$ cat src/rtl/wr_issue_pkg.sv
`timescale 1ns/1ps
package wr_issue_pkg;
  // Command code on out_cmd
  typedef enum logic [1:0] {
    WCMD_NONE  = 2'b00,
    WCMD_FIRST = 2'b01,
    WCMD_RETRY = 2'b10
  } wcmd_e;
endpackage

$ cat src/rtl/wr_issue_rst_sync.sv
`timescale 1ns/1ps
// Asynchronous assertion, synchronous release of the core reset.
module wr_issue_rst_sync #(
  parameter int STAGES = 2
) (
  input  logic clk,
  input  logic rst_n_in,
  output logic rst_n_out
);
  logic [STAGES-1:0] sync_q;
  logic [STAGES-1:0] sync_d;

  always_comb begin
    sync_d = {sync_q[STAGES-2:0], 1'b1};
  end

  always_ff @(posedge clk or negedge rst_n_in) begin
    if (!rst_n_in) sync_q <= '0;
    else           sync_q <= sync_d;
  end

  assign rst_n_out = sync_q[STAGES-1];
endmodule

$ cat src/rtl/wr_issue_rdy_hist.sv
`timescale 1ns/1ps
// Shift register of past write-ready samples; hist[k] is the value k+1 cycles ago.
module wr_issue_rdy_hist #(
  parameter int DEPTH = 2
) (
  input  logic             clk,
  input  logic             rst_n,
  input  logic             rdy_in,
  output logic [DEPTH-1:0] hist
);
  logic [DEPTH-1:0] hist_d;

  generate
    for (genvar i = 0; i < DEPTH; i++) begin : g_stage
      if (i == 0) begin : g_head
        assign hist_d[i] = rdy_in;
      end else begin : g_tail
        assign hist_d[i] = hist[i-1];
      end
    end
  endgenerate

  always_ff @(posedge clk or negedge rst_n) begin
    if (!rst_n) hist <= '0;
    else        hist <= hist_d;
  end
endmodule

$ cat src/rtl/wr_issue_judge.sv
`timescale 1ns/1ps
// Combinational decision taken in a drive cycle.
module wr_issue_judge #(
  parameter int DEPTH = 2
) (
  input  logic             drive,
  input  logic             mode_pipe,
  input  logic             rdy_now,
  input  logic [DEPTH-1:0] hist,
  input  logic             extra_used,
  output logic             issued,
  output logic             take_extra,
  output logic             refill
);
  logic rdy_lag;
  logic ok_norm;

  always_comb begin
    rdy_lag    = hist[DEPTH-1];
    ok_norm    = drive && rdy_lag && rdy_now;
    take_extra = drive && mode_pipe && rdy_lag && !rdy_now && !extra_used;
    issued     = ok_norm || take_extra;
    // allowance comes back after two consecutive high samples
    refill     = rdy_now && hist[0];
  end
endmodule

$ cat src/rtl/wr_issue_token.sv
`timescale 1ns/1ps
// Tracks whether the pipelined-mode extra write has been spent.
module wr_issue_token (
  input  logic clk,
  input  logic rst_n,
  input  logic mode_pipe,
  input  logic take_extra,
  input  logic refill,
  output logic extra_used
);
  logic extra_d;
  logic extra_en;

  always_comb begin
    extra_d = extra_used;
    if (!mode_pipe)      extra_d = 1'b0;
    else if (take_extra) extra_d = 1'b1;
    else if (refill)     extra_d = 1'b0;
    extra_en = (extra_d != extra_used);
  end

  always_ff @(posedge clk or negedge rst_n) begin
    if (!rst_n)        extra_used <= 1'b0;
    else if (extra_en) extra_used <= extra_d;
  end
endmodule

$ cat src/rtl/wr_issue_launch.sv
`timescale 1ns/1ps
// Drive register: loads the queue head, enforces the gap, keeps refused writes.
module wr_issue_launch #(
  parameter int ADDR_W = 32,
  parameter int DATA_W = 64
) (
  input  logic              clk,
  input  logic              rst_n,
  input  logic              req_valid,
  input  logic [ADDR_W-1:0] req_addr,
  input  logic [DATA_W-1:0] req_data,
  input  logic              issued,
  output logic              drive_q,
  output logic              retry_q,
  output logic [ADDR_W-1:0] addr_q,
  output logic [DATA_W-1:0] data_q
);
  logic drive_d;
  logic retry_d;
  logic load_en;
  logic retry_en;

  always_comb begin
    drive_d  = !drive_q && (req_valid || retry_q);
    load_en  = drive_d && !retry_q;
    retry_en = drive_q;
    retry_d  = !issued;
  end

  always_ff @(posedge clk or negedge rst_n) begin
    if (!rst_n) begin
      drive_q <= 1'b0;
      retry_q <= 1'b0;
    end else begin
      drive_q <= drive_d;
      if (retry_en) retry_q <= retry_d;
    end
  end

  always_ff @(posedge clk or negedge rst_n) begin
    if (!rst_n) begin
      addr_q <= '0;
      data_q <= '0;
    end else if (load_en) begin
      addr_q <= req_addr;
      data_q <= req_data;
    end
  end
endmodule

$ cat src/rtl/wr_issue_ctrl.sv
`timescale 1ns/1ps
module wr_issue_ctrl #(
  parameter int ADDR_W      = 32,
  parameter int DATA_W      = 64,
  parameter int RDY_LAG     = 2,
  parameter int SYNC_STAGES = 2
) (
  input  logic              clk,
  input  logic              rst_n,
  input  logic              mode_pipe,
  input  logic              req_valid,
  input  logic [ADDR_W-1:0] req_addr,
  input  logic [DATA_W-1:0] req_data,
  output logic              req_pop,
  input  logic              wr_ready,
  output logic              valid_out,
  output logic [ADDR_W-1:0] out_addr,
  output logic [DATA_W-1:0] out_data,
  output logic [1:0]        out_cmd
);
  import wr_issue_pkg::*;

  logic               rst_n_core;
  logic [RDY_LAG-1:0] rdy_hist;
  logic               drive_q;
  logic               retry_q;
  logic               extra_used;
  logic               issued;
  logic               take_extra;
  logic               refill;
  wcmd_e              cmd;

  wr_issue_rst_sync #(.STAGES(SYNC_STAGES)) u_rst (
    .clk(clk), .rst_n_in(rst_n), .rst_n_out(rst_n_core)
  );

  wr_issue_rdy_hist #(.DEPTH(RDY_LAG)) u_hist (
    .clk(clk), .rst_n(rst_n_core), .rdy_in(wr_ready), .hist(rdy_hist)
  );

  wr_issue_judge #(.DEPTH(RDY_LAG)) u_judge (
    .drive(drive_q), .mode_pipe(mode_pipe), .rdy_now(wr_ready),
    .hist(rdy_hist), .extra_used(extra_used),
    .issued(issued), .take_extra(take_extra), .refill(refill)
  );

  wr_issue_token u_token (
    .clk(clk), .rst_n(rst_n_core), .mode_pipe(mode_pipe),
    .take_extra(take_extra), .refill(refill), .extra_used(extra_used)
  );

  wr_issue_launch #(.ADDR_W(ADDR_W), .DATA_W(DATA_W)) u_launch (
    .clk(clk), .rst_n(rst_n_core), .req_valid(req_valid),
    .req_addr(req_addr), .req_data(req_data), .issued(issued),
    .drive_q(drive_q), .retry_q(retry_q), .addr_q(out_addr), .data_q(out_data)
  );

  always_comb begin
    if (!drive_q)     cmd = WCMD_NONE;
    else if (retry_q) cmd = WCMD_RETRY;
    else              cmd = WCMD_FIRST;
  end

  assign out_cmd   = cmd;
  assign valid_out = drive_q;
  assign req_pop   = issued;
endmodule

$ cat config.mk
export PLATFORM = sky130hd
export DESIGN_NAME = wr_issue_ctrl
export DESIGN_NICKNAME = d
export VERILOG_FILES = /design/src/rtl/wr_issue_pkg.sv /design/src/rtl/wr_issue_rst_sync.sv /design/src/rtl/wr_issue_rdy_hist.sv /design/src/rtl/wr_issue_judge.sv /design/src/rtl/wr_issue_token.sv /design/src/rtl/wr_issue_launch.sv /design/src/rtl/wr_issue_ctrl.sv
export SDC_FILE = /design/constraint.sdc
export NUM_CORES = 1
export LEC_CHECK = 0
export BUFFER_PORTS_ARGS = -buffer_cell sky130_fd_sc_hd__buf_2
export CORE_MARGIN = 2
export CORE_UTILIZATION = 35
export CTS_CLUSTER_DIAMETER = 80
export DETAILED_ROUTE_END_ITERATION = 8
export GPL_ROUTABILITY_DRIVEN = 0
export SLEW_MARGIN = 20
export SYNTH_ARGS = -nofsm -noshare
export SYNTH_HDL_FRONTEND = slang
export SYNTH_SLANG_ARGS = --single-unit
$ cat constraint.sdc
create_clock -name clk -period 9.8 [get_ports clk]
set_input_delay 0.49 -clock clk [delete_from_list [all_inputs] [get_ports clk]]
set_output_delay 0.49 -clock clk [all_outputs]
set_load 0.03 [all_outputs]
-- After elaboration in Yosys (flattened, before gate mapping)
Index checks and enable logic that the tools add are counted.
- register bits after elaboration: 103
- latch bits: 0
- RAM bits: 0
- bits in read-only memories: 0
- input bits: 101
- output and inout bits: 100
- logic and storage cells: 29
- memories: 0
- add/subtract/negate cells: 0
- multiply operators: 0
- divide/modulo/power cells: 0
- $lt $le $gt $ge: 0
- equality and inequality tests: 1
- shift-type cells: 0
- multiplexer cells: 5
- bitwise operators: 0
- reductions and logical operators: 16
- operators with widths (cell ; number):
    $logic_and 1x1->1 ; 9
    $logic_not 1->1 ; 5
    $mux 2 ; 2
    $mux 1 ; 3
    $logic_or 1x1->1 ; 2
    $ne 1x1->1 ; 1

-- Longest topological paths before layout
- depth in word-level cells: 7
- mapped depth: 6
- depth with buffers taken out: 3

-- Modules after synthesis
Synthesis repeated with hierarchy kept, for this count alone.
- cells, all modules: 225
- area, all modules: 3852.4 um2
- by module, submodules not included (module ; times used ; cells an instance ; area an instance (um2) ; sequential area each (um2)):
    wr_issue_launch ; 1 ; 209 ; 3639.7 ; 2452.4
    wr_issue_rst_sync ; 1 ; 3 ; 53.8 ; 50.0
    wr_issue_rdy_hist ; 1 ; 2 ; 50.0 ; 50.0
    wr_issue_judge ; 1 ; 6 ; 46.3 ; 0.0
    wr_issue_token ; 1 ; 3 ; 46.3 ; 25.0
    wr_issue_ctrl ; 1 ; 2 ; 16.3 ; 0.0

-- Least setup slack after synthesis
Ideal clock, no wire load.
- path kind: flip-flop to output port
- from: register u_launch.drive_q
- to: output port req_pop
- arrival time: 1.185 ns
- required time: 9.310 ns
- path slack: 8.125 ns
- stages on the path, launching flop included: 3
- path buffers: 0
- cells stage by stage: dfrtp_1 -> nand2_1 -> a21oi_1
- cells in the longest elaborated chain, start to end: 5
- ends and longest elaborated chain (what ; line ; text):
    start, declared ; wr_issue_launch.sv:13 ; output logic drive_q,
    start signal, assigned ; wr_issue_launch.sv:35 ; drive_q <= drive_d;
    $logic_and 1x1->1 (4 in series) ; wr_issue_judge.sv:21 ; take_extra = drive && mode_pipe && rdy_lag && !rdy_now && !extra_used;
    $logic_or 1x1->1 * ; wr_issue_judge.sv:22 ; issued = ok_norm || take_extra;
    end, declared ; wr_issue_ctrl.sv:14 ; output logic req_pop,
Mark *: on every way between the ends. The rest lies on a longest branch, timed or not.

-- Worst setup path after layout
- from: register u_launch.drive_q
- to: register u_launch.data_q[1]
- cells in the longest elaborated chain, start to end: 3
- ends and longest elaborated chain (what ; line ; text):
    $logic_not 1->1 ; n/a ;
    $logic_and 1x1->1 ; wr_issue_launch.sv:24 ; drive_d = !drive_q && (req_valid || retry_q);
    $logic_and 1x1->1 ; wr_issue_launch.sv:25 ; load_en = drive_d && !retry_q;
    end signal, assigned ; wr_issue_launch.sv:46 ; data_q <= req_data;
    end, declared ; wr_issue_launch.sv:16 ; output logic [DATA_W-1:0] data_q
No other way between the ends.
A chain may end at the register's enable or synchronous reset.

==> results.md <==
| Result | Value | Unit |
|:---|:---|:---|
| Outcome | finished clean | - |
| Reported max-cap violation count | 0 | - |
| Syn Area/Cell | 17.9 | um2 |
| Number of antenna violations at the first check in global routing | 0 | - |
| Post-synthesis net count | 326 | - |
| Die span in y | 111 | um |
| Top fanout value on the critical path | 50 | - |
| Fmax | 397 | MHz |
| Count of cells resized by post-cts repair | 0 | - |
| Global route overflow | 0 | - |
| Critical path's largest stage delay | 0.69 | ns |
| Cell breakdown of the critical path | nor2_1 -> and2_4 -> buf_4 -> mux2_2 | - |
| TritonCTS clock tree | yes | - |
| Insertion delay of the later-clocked pin in the worst-skew pair | 0.34 | ns |
| Type of origin of the critical path | flop | - |
| Min-delay worst type | in -> reg | - |
| Half-perimeter wire length of the detailed placement result | 6.03 | mm |
| Root buffer cell | sky130_fd_sc_hd__clkbuf_16 | - |
| Slew of the pin with the lowest slew margin | 0.758 | ns |
| Commonest non-fill, non-tap cells in the layout | 200 x sky130_fd_sc_hd__buf_2, 102 x sky130_fd_sc_hd__dfrtp_1, 56 x sky130_fd_sc_hd__mux2_2 | - |
| Area of the core region | 11,300 | um2 |
| Number of sinks driven by the clock tree | 103 | - |
| Count of filler cells inserted in the layout | 1,033 | - |
| Area of the die | 12,400 | um2 |
| Rows | 39 | - |
| Crit Path Category | reg -> reg | - |
| Quantity of I/O buffers inserted on ports | 200 | - |
| Maximum ir drop on the vdd rail | 0.215 | mV |
| # DRC | 0 | - |
| Unique cell type count in the Yosys netlist | 18 | - |
| Pins Over Slew Limit | 0 | - |
| Drt initial violations | 61 | - |
| TritonCTS buffer count | 9 | - |
| Number of hold violations in the final report | 0 | - |
| Leading cell type in the layout, fill and taps excluded | sky130_fd_sc_hd__buf_2 | - |
| Number of H-tree branching levels | 3 | - |
| Areal power density over the cells | 395 | nW/um2 |
| Final-report setup violation count | 0 | - |
| Number of register bits inferred by synthesis | 103 | - |
| Count of nets left with antenna violations after detail routing | 0 | - |
| First-pass GRT wire length | 13.7 | mm |
| Buffers inserted during post-CTS setup optimization | 0 | - |
| Fraction of final layout cells sized beyond drive strength 1 | 72.7 | % |
| Routed length per placed instance | 14.5 | um |
| Final critical path time including I/O delays and setup | 2.52 | ns |
| Setup Total Neg Slack | 0 | ns |
| Boundary Pins | 201 | - |
| Largest net degree at the start of global routing | 59 | - |
| Diode insertion count for antenna repair | 0 | - |
| Number of standard cells after synthesis | 225 | - |
| Overall power after layout | 2150 | uW |
| Vias | 2,588 | - |
| Warnings, synthesis | 0 | - |
| Crit-path slowest cell | sky130_fd_sc_hd__buf_4 | - |
| Netlist area before placement | 4020 | um2 |
| Kind of end point of the critical path | flop | - |
| Sequential-to-total area share from yosys stat | 64.2 | % |
| Detail-routed via count per cell | 4.49 | - |
| Hold-fix buffers, CTS | 1 | - |
| Worst clock skew | 0.00455 | ns |
| Total length of routed wires | 8.33 | mm |
| Share of the core filled with cells in the final layout | 48.0 | % |
| Total global-route track usage | 14.1 | % |
| WP data arrival | 2.74 | ns |
| Max-slew headroom at the worst pin | 49.5 | % |
| Leakage power of the design | 0.00274 | uW |
| Layout Area Growth over Synthesis | 35.4 | % |
| CP Data Required Time | 10.03 | ns |
| Die width | 111 | um |
| Buffers from clock root to sink, at most | 2 | - |
| Initial core utilization | 35.5 | % |
| RSZ-0062 raised after global routing | false | - |
| Via count of the first global-routing pass | 2,752 | - |
| Detailed-router iteration count before antenna repair | 4 | - |
| Post-CTS clock slew at the launch and capture registers of the worst setup and hold paths | 0.06 | ns |
| Final layout net count | 529 | - |
| Top delay family on crit path | simple AND/OR/NAND/NOR gates | - |
| Period utilization | 25.7 | % |
| Buffer and inverter count on the worst path | 1 | - |
-- kinds of logic (layout without fill, tap and decap cells) --
| group | count (synthesis) | in the layout | synth area share, % |
|---|---|---|---|
| compound gates | 3 | 3 | 0.498 |
| buf+inv | 12 | 220 | 3.36 |
| flops | 103 | 103 | 64.2 |
| mux | 96 | 96 | 30.6 |
| other cells | 1 | 1 | 0.0933 |
| simple gates | 10 | 10 | 1.25 |
-- synth_stat cells --
library cell               count  share of area (%)
sky130_fd_sc_hd__a21boi_0      1               0.19
sky130_fd_sc_hd__mux2_2       56                 16
sky130_fd_sc_hd__buf_8         1               0.37
sky130_fd_sc_hd__conb_1        1              0.093
sky130_fd_sc_hd__buf_12        4                2.0
sky130_fd_sc_hd__nand2_1       1              0.093
sky130_fd_sc_hd__nor2b_1       1               0.16
sky130_fd_sc_hd__dfrtp_1     103                 64
sky130_fd_sc_hd__buf_2         5               0.62
sky130_fd_sc_hd__nor2_1        5               0.47
sky130_fd_sc_hd__a21oi_1       1               0.12
sky130_fd_sc_hd__nand2b_1      1               0.16
sky130_fd_sc_hd__and2_4        1               0.22
sky130_fd_sc_hd__mux2_4       40                 15
sky130_fd_sc_hd__inv_1         1              0.093
sky130_fd_sc_hd__buf_6         1               0.28
sky130_fd_sc_hd__and2_1        1               0.16
sky130_fd_sc_hd__o21a_1        1               0.19
-- area by class of cell --
cell class                      instances  area [um2]  area share (%)
Clock inverter                          2        60.1            1.10
Clock buffer                           14         284            5.22
Sequential cell                       103        2580            47.5
Timing Repair Buffer                  203        1030            18.9
Multi-Input combinational cell        110        1310            24.0
Tap cell                              143         179            3.29
Inverter                                1        3.75          0.0690
-- per-stage QoR --
step	area (um2)	hold slack, ns	cells	setup WS, ns
finish	5440	0.299	576	7.28
global route	5440	0.280	576	7.12
CTS	5440	0.283	576	7.27
detailed placement	5080	0.277	559	7.26
global placement	5080	0.275	559	7.30
floorplan	4020	0.194	225	6.72
-- metal layers --
metal	GRT usage, %	wire length [um]	up-vias
met5	0	0	-
met4	7.49	282	0
met3	5.58	692	22
met2	22.6	4060	117
met1	16.3	3300	1269
li1	-	-	1180
-- worst reg2reg max path, stage by stage (launching register included) --
cell and delay (ns):
sky130_fd_sc_hd__dfrtp_1 0.42, sky130_fd_sc_hd__nor2_1 0.15, sky130_fd_sc_hd__and2_4 0.66, sky130_fd_sc_hd__buf_4 0.72, sky130_fd_sc_hd__mux2_2 0.45
-- sequential cells by signal, summed over array words and instances (netlist names) --
register,count
u_hist.hist,2
u_launch.addr_q,32
u_launch.data_q,64
u_launch.drive_q,1
u_launch.retry_q,1
u_rst.sync_q,2
u_token.extra_used,1
-- power by group --
| group | leakage [uW] | total (uW) | switching (uW) | internal, uW |
|---|---|---|---|---|
| Sequential | 0.00122 | 740 | 106 | 634 |
| Combinational | 0.00135 | 1010 | 618 | 397 |
| Clock | 0.000169 | 397 | 145 | 252 |
-- path summary, 6_finish.rpt --
check                                                start                              end  slack (ns)  cells past startpoint
max in group asynchronous        u_rst.sync_q[1]$_DFF_PN0_  u_launch.addr_q[10]$_DFFE_PN0P_        8.35                      1
worst min-delay path                              wr_ready         u_hist.hist[0]$_DFF_PN0_        0.30                      1
worst max-delay path            u_launch.drive_q$_DFF_PN0_   u_launch.data_q[1]$_DFFE_PN0P_        7.28                      4
worst max register to register  u_launch.drive_q$_DFF_PN0_   u_launch.data_q[1]$_DFFE_PN0P_        7.28                      4
worst min register to register   u_rst.sync_q[1]$_DFF_PN0_   u_launch.data_q[1]$_DFFE_PN0P_        0.32                      0
min in group asynchronous        u_rst.sync_q[1]$_DFF_PN0_   u_launch.data_q[1]$_DFFE_PN0P_        0.32                      0
(Power assumes the default switching activity.)
